[src/rtl/sysop_pkg.sv]
package sysop_pkg;

    typedef enum logic [1:0] {
        PRIV_USER    = 2'b00,
        PRIV_SUPER   = 2'b01,
        PRIV_RSVD    = 2'b10,
        PRIV_MACHINE = 2'b11
    } priv_t;

    typedef enum logic [1:0] {
        OP_SUP_RETURN = 2'b00,
        OP_WAIT_IRQ   = 2'b01,
        OP_VM_FENCE   = 2'b10,
        OP_RSVD       = 2'b11
    } sysop_t;

    typedef enum logic [1:0] {
        VERD_ILLEGAL = 2'd0,
        VERD_RETURN  = 2'd1,
        VERD_WAIT    = 2'd2,
        VERD_FLUSH   = 2'd3
    } verdict_t;

    typedef enum logic {
        ST_IDLE = 1'b0,
        ST_RESP = 1'b1
    } gate_state_t;

    localparam int unsigned NUM_QUAL = 2;

endpackage

[src/rtl/sysop_legal.sv]
module sysop_legal
    import sysop_pkg::*;
(
    input  sysop_t   op,
    input  priv_t    priv,
    input  logic     sup_present,
    input  logic     trap_sup_ret,
    input  logic     trap_wait,
    input  logic     trap_vm,
    output verdict_t verdict
);

    verdict_t ret_v;
    verdict_t wait_v;
    verdict_t fence_v;

    // Supervisor return decision
    always_comb begin
        unique case (priv)
            PRIV_SUPER:   ret_v = (sup_present && !trap_sup_ret) ? VERD_RETURN : VERD_ILLEGAL;
            PRIV_MACHINE: ret_v = sup_present ? VERD_RETURN : VERD_ILLEGAL;
            default:      ret_v = VERD_ILLEGAL;
        endcase
    end

    // Wait-for-interrupt decision
    always_comb begin
        unique case (priv)
            PRIV_SUPER:   wait_v = trap_wait ? VERD_ILLEGAL : VERD_WAIT;
            PRIV_MACHINE: wait_v = VERD_WAIT;
            default:      wait_v = VERD_ILLEGAL;
        endcase
    end

    // Virtual-memory fence decision
    always_comb begin
        unique case (priv)
            PRIV_SUPER:   fence_v = trap_vm ? VERD_ILLEGAL : VERD_FLUSH;
            PRIV_MACHINE: fence_v = VERD_FLUSH;
            default:      fence_v = VERD_ILLEGAL;
        endcase
    end

    always_comb begin
        unique case (op)
            OP_SUP_RETURN: verdict = ret_v;
            OP_WAIT_IRQ:   verdict = wait_v;
            OP_VM_FENCE:   verdict = fence_v;
            default:       verdict = VERD_ILLEGAL;
        endcase
    end

endmodule

[src/rtl/sysop_qual.sv]
module sysop_qual #(
    parameter int unsigned XLEN  = 32,
    parameter int unsigned IDX_W = 5
) (
    input  logic [IDX_W-1:0] idx,
    input  logic [XLEN-1:0]  val,
    output logic             is_all,
    output logic [XLEN-1:0]  qual
);

    localparam logic [IDX_W-1:0] ZERO_IDX = '0;

    always_comb begin
        is_all = (idx == ZERO_IDX);
        qual   = is_all ? '0 : val;
    end

endmodule

[src/rtl/sysop_gate.sv]
module sysop_gate
    import sysop_pkg::*;
#(
    parameter int unsigned XLEN  = 32,
    parameter int unsigned IDX_W = 5
) (
    input  logic             clk,
    input  logic             rst_n,
    input  logic             req_valid,
    input  logic [1:0]       req_op,
    input  logic [1:0]       req_priv,
    input  logic             sup_present,
    input  logic             trap_sup_ret,
    input  logic             trap_wait,
    input  logic             trap_vm,
    input  logic [IDX_W-1:0] rs1_idx,
    input  logic [IDX_W-1:0] rs2_idx,
    input  logic [XLEN-1:0]  rs1_val,
    input  logic [XLEN-1:0]  rs2_val,
    output logic             resp_valid,
    output logic             resp_illegal,
    output logic             resp_return,
    output logic             resp_wait,
    output logic             resp_flush,
    output logic             flush_all_addr,
    output logic             flush_all_asid,
    output logic [XLEN-1:0]  flush_addr,
    output logic [XLEN-1:0]  flush_asid
);

    verdict_t    verdict;
    gate_state_t state_q;
    gate_state_t state_d;

    logic [IDX_W-1:0] idx_arr [NUM_QUAL];
    logic [XLEN-1:0]  val_arr [NUM_QUAL];
    logic             all_arr [NUM_QUAL];
    logic [XLEN-1:0]  qual_arr[NUM_QUAL];

    assign idx_arr[0] = rs1_idx;
    assign idx_arr[1] = rs2_idx;
    assign val_arr[0] = rs1_val;
    assign val_arr[1] = rs2_val;

    sysop_legal u_legal (
        .op           (sysop_t'(req_op)),
        .priv         (priv_t'(req_priv)),
        .sup_present  (sup_present),
        .trap_sup_ret (trap_sup_ret),
        .trap_wait    (trap_wait),
        .trap_vm      (trap_vm),
        .verdict      (verdict)
    );

    for (genvar g = 0; g < NUM_QUAL; g++) begin : g_qual
        sysop_qual #(.XLEN(XLEN), .IDX_W(IDX_W)) u_qual (
            .idx    (idx_arr[g]),
            .val    (val_arr[g]),
            .is_all (all_arr[g]),
            .qual   (qual_arr[g])
        );
    end

    // Next-state selection
    always_comb begin
        unique case (state_q)
            ST_IDLE: state_d = req_valid ? ST_RESP : ST_IDLE;
            ST_RESP: state_d = req_valid ? ST_RESP : ST_IDLE;
            default: state_d = ST_IDLE;
        endcase
    end

    // State register
    always_ff @(posedge clk or negedge rst_n) begin
        if (!rst_n) state_q <= ST_IDLE;
        else        state_q <= state_d;
    end

    assign resp_valid = (state_q == ST_RESP);

    // Registered outcome and qualifiers
    always_ff @(posedge clk or negedge rst_n) begin
        if (!rst_n) begin
            resp_illegal   <= 1'b0;
            resp_return    <= 1'b0;
            resp_wait      <= 1'b0;
            resp_flush     <= 1'b0;
            flush_all_addr <= 1'b0;
            flush_all_asid <= 1'b0;
            flush_addr     <= '0;
            flush_asid     <= '0;
        end else begin
            resp_illegal <= req_valid && (verdict == VERD_ILLEGAL);
            resp_return  <= req_valid && (verdict == VERD_RETURN);
            resp_wait    <= req_valid && (verdict == VERD_WAIT);
            resp_flush   <= req_valid && (verdict == VERD_FLUSH);
            if (req_valid && (verdict == VERD_FLUSH)) begin
                flush_all_addr <= all_arr[0];
                flush_all_asid <= all_arr[1];
                flush_addr     <= qual_arr[0];
                flush_asid     <= qual_arr[1];
            end else begin
                flush_all_addr <= 1'b0;
                flush_all_asid <= 1'b0;
                flush_addr     <= '0;
                flush_asid     <= '0;
            end
        end
    end

endmodule

[config.mk]
export PLATFORM = sky130hd
export DESIGN_NAME = sysop_gate
export DESIGN_NICKNAME = d
export VERILOG_FILES = /design/src/rtl/sysop_pkg.sv /design/src/rtl/sysop_legal.sv /design/src/rtl/sysop_qual.sv /design/src/rtl/sysop_gate.sv
export SDC_FILE = /design/constraint.sdc
export NUM_CORES = 1
export LEC_CHECK = 0
export BUFFER_PORTS_ARGS = -buffer_cell sky130_fd_sc_hd__buf_2
export CAP_MARGIN = 15
export CORE_AREA = 2 2 87 89
export CTS_CLUSTER_DIAMETER = 150
export DETAILED_ROUTE_END_ITERATION = 8
export DIE_AREA = 0 0 89 91
export PLACE_DENSITY_LB_ADDON = 0.2
export SLEW_MARGIN = 20
export SYNTH_ARGS = -nofsm -noshare
export SYNTH_HDL_FRONTEND = slang
export SYNTH_SLANG_ARGS = --single-unit
[constraint.sdc]
create_clock -name clk -period 0.8 [get_ports clk]
set_input_delay 0.08 -clock clk [delete_from_list [all_inputs] [get_ports clk]]
set_output_delay 0.08 -clock clk [all_outputs]
set_load 0.01 [all_outputs]
Word level (Yosys, flattened, before mapping)
Index checks and enable logic that the tools add are counted.
Widths: inputs -> output; s select.
{ "totals": {"latchBits": 0, "n_memories": 0, "romBits": 0, "wordCells": 41, "ff_bits": 71, "out_inout_bits": 71, "mem_bits_rw": 0} }
{ "op_classes": {"bitwise": 0, "muxes": 15, "magnitude_cmp": 0, "addsub": 0, "n_eq_ne": 7, "div": 0, "shift": 0, "n_reduce_logical": 10, "mul": 0} }
{ "op_table": {"columns": ["op", "count"], "rows": [
  ["$mux 32", 4],
  ["$pmux 2 s2", 3],
  ["$logic_not 5->1", 2],
  ["$eq 2x2->1 const B", 4],
  ["$eq 2x1->1 const B", 3],
  ["$pmux 2 s3", 1],
  ["$logic_and 1x1->1", 5],
  ["$mux 1", 5],
  ["$logic_not 2->1", 2],
  ["$mux 2", 2],
  ["$logic_not 1->1", 1]
]} }

Logic depth before layout (Yosys ltp)
{ "logic_depth": {"word_depth": 8, "mapped_depth": 6} }

Modules after synthesis
From an unflattened synthesis, not the netlist that was laid out.
{ "unflattened": {"hier_cells": 250, "hier_area_um2": 3210.6} }
{ "by_module_without_submodules": {"columns": ["module", "cells_each", "area_per_inst_um2", "instances", "seq_area_each_um2"], "rows": [
  ["sysop_gate", 162, 2496.1, 1, 1776.7],
  ["sysop_qual", 41, 329.1, 2, 0.0],
  ["sysop_legal", 6, 56.3, 1, 0.0]
]} }

Least setup slack after synthesis
No wires, ideal clock.
{ "synth_path": {"path_kind": "input-to-reg", "from": "input port req_priv[0]", "to": "register flush_asid[12]", "setup_ps": 71, "t_arrival_ps": 1156, "slack_ps": -427, "cell_stages": 6, "n_path_buf": 2, "t_required_ps": 729, "path_cell_list": "nand2_1 a2111oi_4 o2111ai_1 buf_2 buf_2 nor2_1"} }
{ "synth_between": {"elab_chain_cells": 6} }
{ "synth_lines": {"columns": ["item", "line", "rtl"], "rows": [
  ["start, declared", "sysop_gate.sv:11", "input logic [1:0] req_priv,"],
  ["$eq 2x2->1 / $eq 2x1->1 (equally long branches)", "sysop_legal.sv:19, sysop_legal.sv:28, sysop_legal.sv:37", null],
  ["$pmux 2 s2 (on tied branches)", "sysop_legal.sv:37, sysop_legal.sv:19, sysop_legal.sv:28", null],
  ["$pmux 2 s3 *", "sysop_legal.sv:45", "unique case (op)"],
  ["$eq 2x2->1 *", "sysop_gate.sv:97", "if (req_valid && (verdict == VERD_FLUSH)) begin"],
  ["$logic_and 1x1->1 *", "sysop_gate.sv:97", null],
  ["$mux 32 *", "sysop_gate.sv:97", null],
  ["end signal, assigned", "sysop_gate.sv:101", "flush_asid <= qual_arr[1];"],
  ["end, declared", "sysop_gate.sv:28", "output logic [XLEN-1:0] flush_asid"]
]} }
Every way passes the cells marked *; elsewhere a longest branch is shown, timed or not.

Final worst setup path
{ "layout_path": {"from": "input port trap_sup_ret", "to": "register flush_addr[5]"} }
{ "layout_between": {"elab_chain_cells": 8} }
{ "layout_lines": {"columns": ["item", "line", "rtl"], "rows": [
  ["start, declared", "sysop_gate.sv:13", "input logic trap_sup_ret,"],
  ["$logic_not 1->1", "sysop_legal.sv:20", "PRIV_SUPER: ret_v = (sup_present && !trap_sup_ret) ? VERD_RETURN : VERD_ILLEGAL;"],
  ["$logic_and 1x1->1", "sysop_legal.sv:20", null],
  ["$mux 1", "sysop_legal.sv:20", null],
  ["$pmux 2 s2", "sysop_legal.sv:19", "unique case (priv)"],
  ["$pmux 2 s3", "sysop_legal.sv:45", null],
  ["$eq 2x2->1", "sysop_gate.sv:97", null],
  ["$logic_and 1x1->1", "sysop_gate.sv:97", null],
  ["$mux 32", "sysop_gate.sv:97", null],
  ["end signal, assigned", "sysop_gate.sv:100", "flush_addr <= qual_arr[0];"],
  ["end, declared", "sysop_gate.sv:27", "output logic [XLEN-1:0] flush_addr,"]
]} }
Every way passes these cells.

==> metrics.md <==
| Metric | Value |
|---|---|
| Status | complete, but fails checks |
| Violated checks | negative setup slack |
| Ys flop type | dfrtp_1 |
| CP Class | in -> reg |
| Reg clk slew, reported paths | 0.07 ns |
| Worst Tran Pin Value | 0.3628 ns |
| Setup slack at placement | -0.5529 ns |
| Number of global-route vias before repair | 2554 |
| Sink Count | 71 |
| P_leak | 2.671 nW |
| Worst EP required | 1.06 ns |
| IO Count | 156 |
| DR WL/cell | 14.10 um |
| DR vias | 2499 |
| CP max FO | 12 |
| Area leader, netlist | dfrtp_1 |
| # diodes | 0 |
| Hold path depth | 3 |
| Tmin final | 0.9828 ns |
| Nets | 557 |
| VDD IR max | 802.6 uV |
| Fin Hold WS | 0.03848 ns |
| CP max stage cell | a2111oi_4 |
| Synth cell types | 16 |
| RSZ-0062 raised after global routing | true |
| WL final | 8.124 mm |
| Initial detailed-routing violation count | 96 |
| Root Driver | clkbuf_8 |
| DRC | 0 |
| Core area | 7137 um2 |
| Critical Path End Type | flop |
| Worst setup SP type | input port |
| Cell breakdown of the critical path | buf_6 -> a2111oi_4 -> o2111ai_4 -> buf_12 -> clkbuf_16 -> nor2_1 |
| Yosys warning count | 0 |
| Starting Density | 34.45% |
| Syn nets | 321 |
| Post-synthesis instance total | 236 |
| Sequential fraction of the synthesis area | 72.26% |
| Slew Limit Fails | 0 |
| DIE AREA | 8099 um2 |
| Layout cells sized above 1 | 50.10% |
| Final Hold Viols | 0 |
| Final setup vio count | 138 |
| Max H-tree Level | 3 |
| Synthesized flop and latch total | 71 |
| Fillers | 574 |
| Fmax | 1.018 GHz |
| Post-synth EDFFs | 0 |
| Main area contributors after synthesis | dfrtp_1, nor2_1, nand2_1 |
| Die X | 89 um |
| DP HPWL | 4.213 mm |
| Share of the synthesized area in the top cell type | 72.26% |
| GRT Total Usage | 18.68% |
| Rel. slew slack | 75.81% |
| First drt pass iteration count | 4 |
| Final period utilization | 122.8% |
| MaxCap Viol Count | 0 |
| Vias/cell | 4.339 |
| Hold EP | resp_wait |
| Largest net degree at the start of global routing | 47 |
| CP Data Arrival Time | 1.24 ns |
| Setup ws final | -0.1828 ns |
| CTS Buf Count | 9 |
| Die height | 91 um |
| Top-count cell post-synth | dfrtp_1 |
| Hold_sp | req_valid |
| Port bufs | 155 |
| Placer congestion estimate | 0.7167 |
| Total grt overflow | 0 |
| Post-synth top cells | dfrtp_1, nor2_1, nand2_1 |
| Power Density | 1485 nW/um2 |
| Clock Path Buffers | 2 |
| Initial antenna violation count | 0 |
| Asr flop ratio synth | 100.0% |
| P&R area growth vs syn | 95.42% |
| FP Rows | 31 |
| Synthesized area | 2459 um2 |
| Setup_tns | -16.41 ns |
| First-pass GRT wire length | 11.68 mm |
| Antenna-violating nets left | 0 |
| Hold WC Path Type | in -> reg |
| CP max stage delay | 0.42 ns |
| Mapped Avg Cell Area | 10.42 um2 |
| CTS tree | yes |
==> power breakdown <==
group / switching [mW] / leakage (nW) / internal [mW]
Combinational: 0.418 / 1.60 / 0.524
Clock: 1.34 / 0.0849 / 1.22
Sequential: 0.0101 / 0.985 / 3.62
==> critical path, delay by kind of cell <==
kind	cells	cell delay, ns
compound gates	2	0.57
buf+inv	3	0.46
simple gates	1	0.11
==> metal layers <==
| layer | share of wire (%) | track usage, % | vias to the layer above |
|---|---|---|---|
| met5 | 0 | 0 | - |
| met4 | 0.65 | 5.224 | 0 |
| met3 | 8.5 | 6.455 | 6 |
| met2 | 53 | 32.65 | 117 |
| met1 | 38 | 21.33 | 1187 |
| li1 | - | - | 1189 |
==> placed cells by master, fill, tap and decap left out, types with 2 or more instances in the layout <==
| master | n |
|---|---|
| buf_2 | 136 |
| dfrtp_1 | 71 |
| nand2_1 | 67 |
| dlygate4sd3_1 | 66 |
| nor2_2 | 25 |
| nor2_1 | 24 |
| nor2_4 | 20 |
| buf_6 | 18 |
| clkbuf_8 | 10 |
| buf_4 | 8 |
| buf_16 | 4 |
| buf_12 | 4 |
| clkinvlp_4 | 3 |
| nand2b_1 | 2 |
| inv_1 | 2 |
| nor3_1 | 2 |
| clkbuf_16 | 2 |
==> cells by family after synthesis <==
family / count (synthesis) / share of synthesized area, %
buffers and inverters: 16 / 2.748
AND/OR/NAND/NOR: 144 / 22.65
AO/OA/AOI/OAI: 5 / 2.341
flip-flops: 71 / 72.26
==> repair_timing <==
item,4_1_cts,5_1_grt
setup endpoints to repair,139,140
setup buffers,1,1
hold buffers,66,0
pin swaps,3,4
endpoints found under the hold margin,137,0
cloned,3,2
gates resized for setup,33,63
==> registers in the layout (all words and copies together), names as in the netlist <==
signal          cells
resp_illegal        1
flush_addr         32
resp_valid          1
resp_return         1
flush_asid         32
resp_flush          1
resp_wait           1
flush_all_addr      1
flush_all_asid      1
==> layout make-up <==
| class | instances | area [um2] | share of cell area [%] |
|---|---|---|---|
| multi-input combinational | 149 | 858.3 | 17.86 |
| inverter | 3 | 18.77 | 0.3906 |
| tap | 99 | 123.9 | 2.578 |
| clock buffer | 10 | 137.6 | 2.865 |
| timing repair buffer | 238 | 1844 | 38.39 |
| sequential | 71 | 1777 | 36.98 |
| clock inverter | 6 | 45.04 | 0.9375 |
==> how the worst max path moves through the flow <==
stage,startpoint,end,slack [ns],cells after the start
after floorplan,req_priv[1],flush_asid[22],-0.33,6
after global placement,req_priv[1],flush_addr[29],-0.51,6
after detailed placement,req_priv[1],flush_asid[0],-0.55,6
after CTS,flush_asid[13],flush_asid[13],-0.15,1
after global routing,trap_sup_ret,flush_addr[13],-0.21,6
final,trap_sup_ret,flush_addr[5],-0.18,6
==> stage by stage <==
stage / instances / total power, mW / instance area (um2) / util, %
after floorplan: 236 / 3.875 / 2506 / -
after global placement: 487 / 4.249 / 3442 / 48.23
after detailed placement: 487 / 4.252 / 3442 / 48.23
after CTS: 573 / 7.165 / 4489 / 62.90
after global routing: 576 / 7.501 / 4805 / 67.32
final: 576 / 7.135 / 4805 / 67.32
(Power assumes the default switching activity.)
